File: config.mk
export PLATFORM = sky130hd
export DESIGN_NAME = udiv_unit
export DESIGN_NICKNAME = d
export VERILOG_FILES = /design/src/rtl/divu_pkg.sv /design/src/rtl/divu_decode.sv /design/src/rtl/divu_ctrl.sv /design/src/rtl/divu_datapath.sv /design/src/rtl/udiv_unit.sv
export SDC_FILE = /design/constraint.sdc
export NUM_CORES = 1
export LEC_CHECK = 0
export ABC_AREA = 1
export CORE_ASPECT_RATIO = 2
export CORE_MARGIN = 5
export CORE_UTILIZATION = 40
export CTS_BUF_LIST = sky130_fd_sc_hd__clkbuf_8
export CTS_CLUSTER_SIZE = 20
export DETAILED_ROUTE_END_ITERATION = 16
export HOLD_SLACK_MARGIN = 0.06
export SYNTH_ARGS = -nofsm -noshare
export SYNTH_HDL_FRONTEND = slang
export SYNTH_SLANG_ARGS = --single-unit
File: constraint.sdc
create_clock -name clk -period 5.3 [get_ports clk]
set_clock_uncertainty 0.15 [all_clocks]
set_input_delay 0.795 -clock clk [delete_from_list [all_inputs] [get_ports clk]]
set_output_delay 0.795 -clock clk [all_outputs]
set_load 0.1 [all_outputs]
File: src/rtl/divu_pkg.sv
package divu_pkg;

    localparam int DIVU_W = 32;

    localparam logic [3:0] OPC_TOP = 4'b0100;
    localparam logic [7:0] OPC_LOW = 8'b1000_0100;

    typedef enum logic [1:0] {
        ST_IDLE,
        ST_SETUP,
        ST_RUN,
        ST_WB
    } div_state_e;

    typedef struct packed {
        logic       hit;
        logic [3:0] rn;
    } insn_dec_t;

    function automatic insn_dec_t decode_insn(input logic [15:0] w);
        insn_dec_t d;
        d.hit = (w[15:12] == OPC_TOP) && (w[7:0] == OPC_LOW);
        d.rn  = w[11:8];
        return d;
    endfunction

endpackage

File: src/rtl/divu_decode.sv
module divu_decode
    import divu_pkg::*;
(
    input  logic [15:0] insn,
    output insn_dec_t   dec
);
    always_comb begin
        dec = decode_insn(insn);
    end


    always_comb begin
        decode_field_chk: assert (dec.rn == insn[11:8]);
    end
endmodule

File: src/rtl/divu_ctrl.sv
module divu_ctrl
    import divu_pkg::*;
#(
    parameter int W = DIVU_W
) (
    input  logic clk,
    input  logic rst,
    input  logic start,
    input  logic abort,
    input  logic dsr_zero,
    output logic load,
    output logic step,
    output logic finish,
    output logic busy,
    output logic exc
);
    localparam int CW = (W > 2) ? $clog2(W) : 1;
    localparam logic [CW-1:0] LAST = CW'(W - 1);

    div_state_e    state;
    logic [CW-1:0] cnt;

    always_comb begin
        busy   = (state != ST_IDLE);
        load   = (state == ST_IDLE) && start;
        step   = (state == ST_RUN) && !abort;
        finish = (state == ST_WB) && !abort;
    end

    always_ff @(posedge clk) begin
        if (rst) begin
            state <= ST_IDLE;
            cnt   <= '0;
            exc   <= 1'b0;
        end else begin
            exc <= 1'b0;
            case (state)
                ST_IDLE: begin
                    if (start) state <= ST_SETUP;
                end
                ST_SETUP: begin
                    if (abort) begin
                        state <= ST_IDLE;
                    end else if (dsr_zero) begin
                        state <= ST_IDLE;
                        exc   <= 1'b1;
                    end else begin
                        state <= ST_RUN;
                        cnt   <= '0;
                    end
                end
                ST_RUN: begin
                    if (abort) begin
                        state <= ST_IDLE;
                    end else if (cnt == LAST) begin
                        state <= ST_WB;
                    end else begin
                        cnt <= cnt + 1'b1;
                    end
                end
                default: state <= ST_IDLE;
            endcase
        end
    end


    abort_cancel_chk: assert property (@(posedge clk) disable iff (rst)
        (busy && abort) |=> !busy);


    zero_exc_chk: assert property (@(posedge clk) disable iff (rst)
        (state == ST_SETUP && dsr_zero && !abort) |=> (exc && !busy));
endmodule

File: src/rtl/divu_datapath.sv
module divu_datapath
    import divu_pkg::*;
#(
    parameter int W = DIVU_W
) (
    input  logic         clk,
    input  logic         rst,
    input  logic         load,
    input  logic         step,
    input  logic         finish,
    input  logic [W-1:0] dividend,
    input  logic [W-1:0] divisor,
    input  logic [3:0]   rn_in,
    output logic         dsr_zero,
    output logic [W-1:0] quotient,
    output logic         done,
    output logic [3:0]   wb_rn
);
    logic [W-1:0] rem_q;
    logic [W-1:0] quo_q;
    logic [W-1:0] dsr_q;
    logic [3:0]   rn_q;
    logic [W:0]   shifted;
    logic [W:0]   diff;
    logic         fits;

    always_comb begin
        dsr_zero = (dsr_q == '0);
        shifted  = {rem_q, quo_q[W-1]};
        diff     = shifted - {1'b0, dsr_q};
        fits     = !diff[W];
    end

    always_ff @(posedge clk) begin
        if (rst) begin
            rem_q    <= '0;
            quo_q    <= '0;
            dsr_q    <= '0;
            rn_q     <= '0;
            quotient <= '0;
            done     <= 1'b0;
            wb_rn    <= '0;
        end else begin
            done <= finish;
            if (load) begin
                rem_q <= '0;
                quo_q <= dividend;
                dsr_q <= divisor;
                rn_q  <= rn_in;
            end else if (step) begin
                rem_q <= fits ? diff[W-1:0] : shifted[W-1:0];
                quo_q <= {quo_q[W-2:0], fits};
            end
            if (finish) begin
                quotient <= quo_q;
                wb_rn    <= rn_q;
            end
        end
    end


    quot_hold_chk: assert property (@(posedge clk) disable iff (rst)
        !done |-> $stable(quotient));


    done_pulse_chk: assert property (@(posedge clk) disable iff (rst)
        done |=> !done);
endmodule

File: src/rtl/udiv_unit.sv
module udiv_unit
    import divu_pkg::*;
#(
    parameter int W = DIVU_W
) (
    input  logic         clk,
    input  logic         rst,
    input  logic         start,
    input  logic         abort,
    input  logic [15:0]  insn,
    input  logic [W-1:0] dividend,
    input  logic [W-1:0] divisor,
    output logic         insn_hit,
    output logic [3:0]   insn_rn,
    output logic         busy,
    output logic         done,
    output logic [W-1:0] quotient,
    output logic [3:0]   wb_rn,
    output logic         div0_exc
);
    localparam int LAT = W + 2;
    localparam int LW  = $clog2(LAT + 1) + 1;

    insn_dec_t dec;
    logic      load;
    logic      step;
    logic      finish;
    logic      dsr_zero;

    divu_decode u_decode (
        .insn (insn),
        .dec  (dec)
    );

    always_comb begin
        insn_hit = dec.hit;
        insn_rn  = dec.rn;
    end

    divu_ctrl #(.W(W)) u_ctrl (
        .clk      (clk),
        .rst      (rst),
        .start    (start),
        .abort    (abort),
        .dsr_zero (dsr_zero),
        .load     (load),
        .step     (step),
        .finish   (finish),
        .busy     (busy),
        .exc      (div0_exc)
    );

    divu_datapath #(.W(W)) u_dp (
        .clk      (clk),
        .rst      (rst),
        .load     (load),
        .step     (step),
        .finish   (finish),
        .dividend (dividend),
        .divisor  (divisor),
        .rn_in    (dec.rn),
        .dsr_zero (dsr_zero),
        .quotient (quotient),
        .done     (done),
        .wb_rn    (wb_rn)
    );

    logic [LW-1:0] lat_cnt;

    always_ff @(posedge clk) begin
        if (rst)       lat_cnt <= '0;
        else if (load) lat_cnt <= '0;
        else if (busy) lat_cnt <= lat_cnt + 1'b1;
    end


    latency_chk: assert property (@(posedge clk) disable iff (rst)
        done |-> (lat_cnt == LW'(LAT)));


    idle_at_result_chk: assert property (@(posedge clk) disable iff (rst)
        (done || div0_exc) |-> !busy);


    exc_no_done_chk: assert property (@(posedge clk) disable iff (rst)
        div0_exc |-> !done);


    busy_start_chk: assert property (@(posedge clk) disable iff (rst)
        (busy && start && !abort && !finish && !(div0_exc)) |=> (busy || done || div0_exc));
endmodule

Word-level counts from Yosys, hierarchy flattened
Index checks and enable logic that the tools add are counted.
{ "totals": {"wordCells": 55, "in_bits": 84, "reg_bits": 145, "out_inout_bits": 44} }
{ "classes": {"n_reduce_logical": 15, "n_eq_ne": 12, "n_addsub": 2, "bitwise": 1, "muxes": 15} }
{ "op_table": {"columns": ["cell", "n"], "rows": [
  ["$mux W32", 3],
  ["$sub A33 B32 Y33", 1],
  ["$logic_not A32 Y1", 1],
  ["$mux W5", 4],
  ["$mux W2", 5],
  ["$ne A2 B2 Y1 const B", 5],
  ["$pmux W5 S2", 1],
  ["$eq A8 B8 Y1 const B", 1],
  ["$pmux W2 S3", 1],
  ["$reduce_bool A2 Y1", 3],
  ["$add A5 B1 Y5 const B", 1],
  ["$eq A5 B5 Y1 const B", 1],
  ["$reduce_and A5 Y1", 1],
  ["$eq A2 B2 Y1 const B", 2],
  ["$eq A4 B3 Y1 const B", 1],
  ["$logic_and A1 B1 Y1", 4],
  ["$ne A3 B3 Y1 const B", 1],
  ["$reduce_or A3 Y1", 1],
  ["$eq A2 B1 Y1 const B", 1],
  ["$logic_not A1 Y1", 2],
  ["$logic_not A2 Y1", 1],
  ["$reduce_and A2 Y1", 1],
  ["$reduce_or A2 Y1", 1],
  ["$mux W1", 1],
  ["$not A1 Y1", 1]
]} }

Depth between registers and ports, before layout
{ "logic_depth": {"ltp_word": 4, "ltp_mapped": 19, "ltp_nobuf": 18} }

Cells and area by module
From an unflattened synthesis, not the netlist that was laid out.
{ "hier_totals": {"cells_unflattened": 1384, "hier_area_um2": 8818.5} }
{ "modules_own_cells": {"columns": ["mod", "cells_each", "n_inst", "area_each_um2"], "rows": [
  ["divu_datapath", 1301, 1, 8293.0],
  ["divu_ctrl", 62, 1, 427.9],
  ["divu_decode", 21, 1, 97.6]
]} }

Worst setup path before layout
No wires, ideal clock.
{ "synth_timing": {"kind": "input to output", "startpoint": "in insn[13]", "endpoint": "out insn_hit", "arrival_ns": 3.942, "path_buffers": 0, "setup_slack_ns": 0.413, "required_time_ns": 4.355, "cell_stages": 3, "cell_sequence": "nor4_1 -> nand2_1 -> nor4_1"} }
{ "synth_between": {"elab_chain_len": 2} }
{ "synth_rtl": {"columns": ["element", "line_no", "source"], "rows": [
  ["start, declared", "udiv_unit.sv:10", "input logic [15:0] insn,"],
  ["$eq A4 B3 Y1", "divu_pkg.sv:22", "d.hit = (w[15:12] == OPC_TOP) && (w[7:0] == OPC_LOW);"],
  ["$logic_and A1 B1 Y1", "divu_pkg.sv:22", null],
  ["end, declared", "udiv_unit.sv:13", "output logic insn_hit,"]
]} }
Every way passes these cells.

Worst setup path in the final report
{ "layout_timing": {"startpoint": "in insn[1]", "endpoint": "out insn_hit"} }
{ "layout_between": {"elab_chain_len": 2} }
{ "layout_rtl": {"columns": ["element", "line_no"], "rows": [
  ["$eq A8 B8 Y1", "divu_pkg.sv:22"],
  ["$logic_and A1 B1 Y1", "divu_pkg.sv:22"]
]} }
Every way passes these cells.

==> results.toml <==
[global_route]
antenna_found_initial = 0
grt_usage = 0.211
grt_pass1_vias = 8350
grt_overflow_total = 0
grt_pass1_wl_mm = 41.1
grt_max_degree = 69

[detailed_routing]
wl_per_cell_um = 15.1
final_antenna_net_count = 0
drtIter0Drc = 268
num_vias = 8230
dr.pass1.iters = 5
vias_per_cell = 4.84
route.detailed.drc = 0
wl_mm = 25.7

[synthesis]
synthCells = 1323
synth_warnings = 0
ys_seq_elements = 145
synth_mux_area_frac = 0
synth-edff-count = 0
seq_area_frac_synth = 0.338
avgSynthCellArea_um2 = 6.48
syn_area_um2 = 8580
ys.flop_type = "dfxtp_1"
synth_compound_area_frac = 0.153
synth_simple_gate_area_frac = 0.313
synth_top_family_by_area = "simple AND/OR/NAND/NOR gates"
synth_fp_nets = 1442
netlist-cell-type-count = 42
async_reset_ff_frac = 0
synth_adder_area_share = 0.0519
synth_xor_xnor_area_share = 0.0184

[timing]
finalWorstSetupSlack_ns = 1.40
post-route-min-period_ns = 3.90
setup_viol = 0
slew_violations = 0
worstMarginPinSlew_ns = 1.02
rsz0062_at_grt = "no"
final.period_utilization = 0.736
finalHoldViolCount = 0
timing.fmax_mhz = 257
fin_tns_setup_ns = 0
relSlewSlack = 0.321

[cts]
insertion_delay_ns = 0.47
cts_tree = "done"
cts_hold_buf = 0
post_cts_resized = 0
htreeDepth = 4
cts_root_buf = "clkbuf_8"
cts_buffers = 17
cts.sinks = 145
clk_pin_slew_worst_paths_ns = 0.08
cts_buffer_depth = 2
cts_setup_buffers = 0

[worst_setup_path]
path_max_fanout = 1
reg2reg_from = "u_dp.quo_q[31]"
arrival_ns = 2.95
start_kind = "input port"
cp-end-kind = "output pin"
max_stage_delay_ns = 1.18
criticalPathCategory = "input port to output pin"
cp.required_ns = 4.36
crit_path_cell_trace = "clkdlybuf4s50_1, nor4_1, nand2_1, nor4_1, clkdlybuf4s50_1"
critPathBufInv = 2
slowest_stage = "clkdlybuf4s50_1"
cp-startpoint = "insn[1]"
critPathTopFamily = "buffers and inverters"

[die]
core_um2 = 21000
fp-row-count = 75
die_w_um = 114
start_util = 0.408
die_area_um2 = 24700
ios = 128
die_y_um = 217

[pwr]
powerDensity_nw_per_um2 = 276
leakagePower_uw = 0.00486
comb_power_share = 0.273
seq_power_share = 0.420
p_sw_frac = 0.355
power.share.clock = 0.307
peakVddDrop_uv = 178
switchingPower_uw = 1010
intPower_uw = 1840

[layout]
drive_gt1_frac = 0.0775
antennaDiodeCount = 0
multiInputGateArea_um2 = 4600
nets = 1541
fillerInstances = 2254
regArea_um2 = 2900
final_cell_mix = "404 x nand2_1, 203 x inv_1, 145 x dfxtp_1"
final_common_cell = "nand2_1"
area_delta_synth_final_pct = 20.5

[placement]
routabilityCongestion = 0.942
port_buffers = 127
dp_hpwl_mm = 19.6
pre_cts_ws_ns = 1.39

[status]
outcome = "complete, no violations"

[run]
max_cap_violations = 0

[min_path]
hp-class = "flop to flop"
hold_start = "u_ctrl.cnt[4]"
## power by group through the flow
stage                     registers [uW]  logic [uW]  clock network, uW
after detailed placement            1220         783                  0
after global routing                1210         870                935
after CTS                           1200         787                907
final                               1200         777                876
after global placement              1220         780                  0
after floorplan                     1250         517                  0
## area by class of cell
class                   instances  share of cell area
flip-flops and latches        145               0.281
multi-input cells             912               0.445
well taps                     269              0.0326
inverters                     212              0.0770
clock inverters                11              0.0111
clock buffers                  19              0.0253
repair buffers                134               0.128
## registers in the layout (all words and copies together), names as in the netlist
register       cells
u_dp.quotient     32
u_ctrl.exc         1
u_ctrl.state       2
u_dp.rem_q        32
u_dp.dsr_q        32
u_dp.done          1
u_ctrl.cnt         5
u_dp.quo_q        32
u_dp.rn_q          4
u_dp.wb_rn         4
## tightest hold or removal path, delay by kind of cell, from the launching register on
kind / cells / cell delay [ns]
AOI/OAI and AO/OA: 1 / 0.06
DFF: 1 / 0.32
and+or+nand+nor: 1 / 0.06
## per-stage QoR
stage	cell area, um^2	power, uW	util	instances	hold slack [ns]
after floorplan	8580	1760	-	1323	0.295
after global placement	9960	2000	0.474	1672	0.309
after detailed placement	9960	2000	0.474	1672	0.324
after CTS	10300	2890	0.492	1702	0.336
after global routing	10300	3010	0.492	1702	0.352
final	10300	2850	0.492	1702	0.329
## synthesized netlist by cell type (all sizes together), types with 2 or more instances
cell    instances  area [um^2]
a21o            2         15.0
a21oi          85          478
a31oi          31          194
buf            18          150
clkbuf         36          135
dfxtp         145         2900
ha             34          425
inv           211          792
nand2         431         1710
nand3          46          265
nand4           9         56.3
nor2          136          528
nor3            4         25.0
nor4           12         75.1
o211ai         13          163
o21a            3         22.5
o21ai          78          390
o21bai          4         30.0
or2             3         18.8
xnor2           3         26.3
xor2           15          131
## cell families after synthesis
logic type / after synthesis
simple gates: 641
buf+inv: 266
compound gates: 218
flops: 145
fa+ha+maj: 35
xor+xnor: 18
## per-layer routing
layer,global-route usage,routed length [um],vias up
li1,-,-,4318
met1,0.193,9290,3701
met2,0.418,14200,161
met3,0.0478,1070,50
met4,0.105,1170,0
met5,0,0,-
## final timing paths
check / slack, ns / end / cells past startpoint
max: 1.40 / insn_hit / 5
min: 0.33 / u_ctrl.cnt[4] / 2
max reg2reg: 2.33 / u_dp.rem_q[27] / 18
min reg2reg: 0.33 / u_ctrl.cnt[4] / 2
Power figures use the tool's default switching activity.
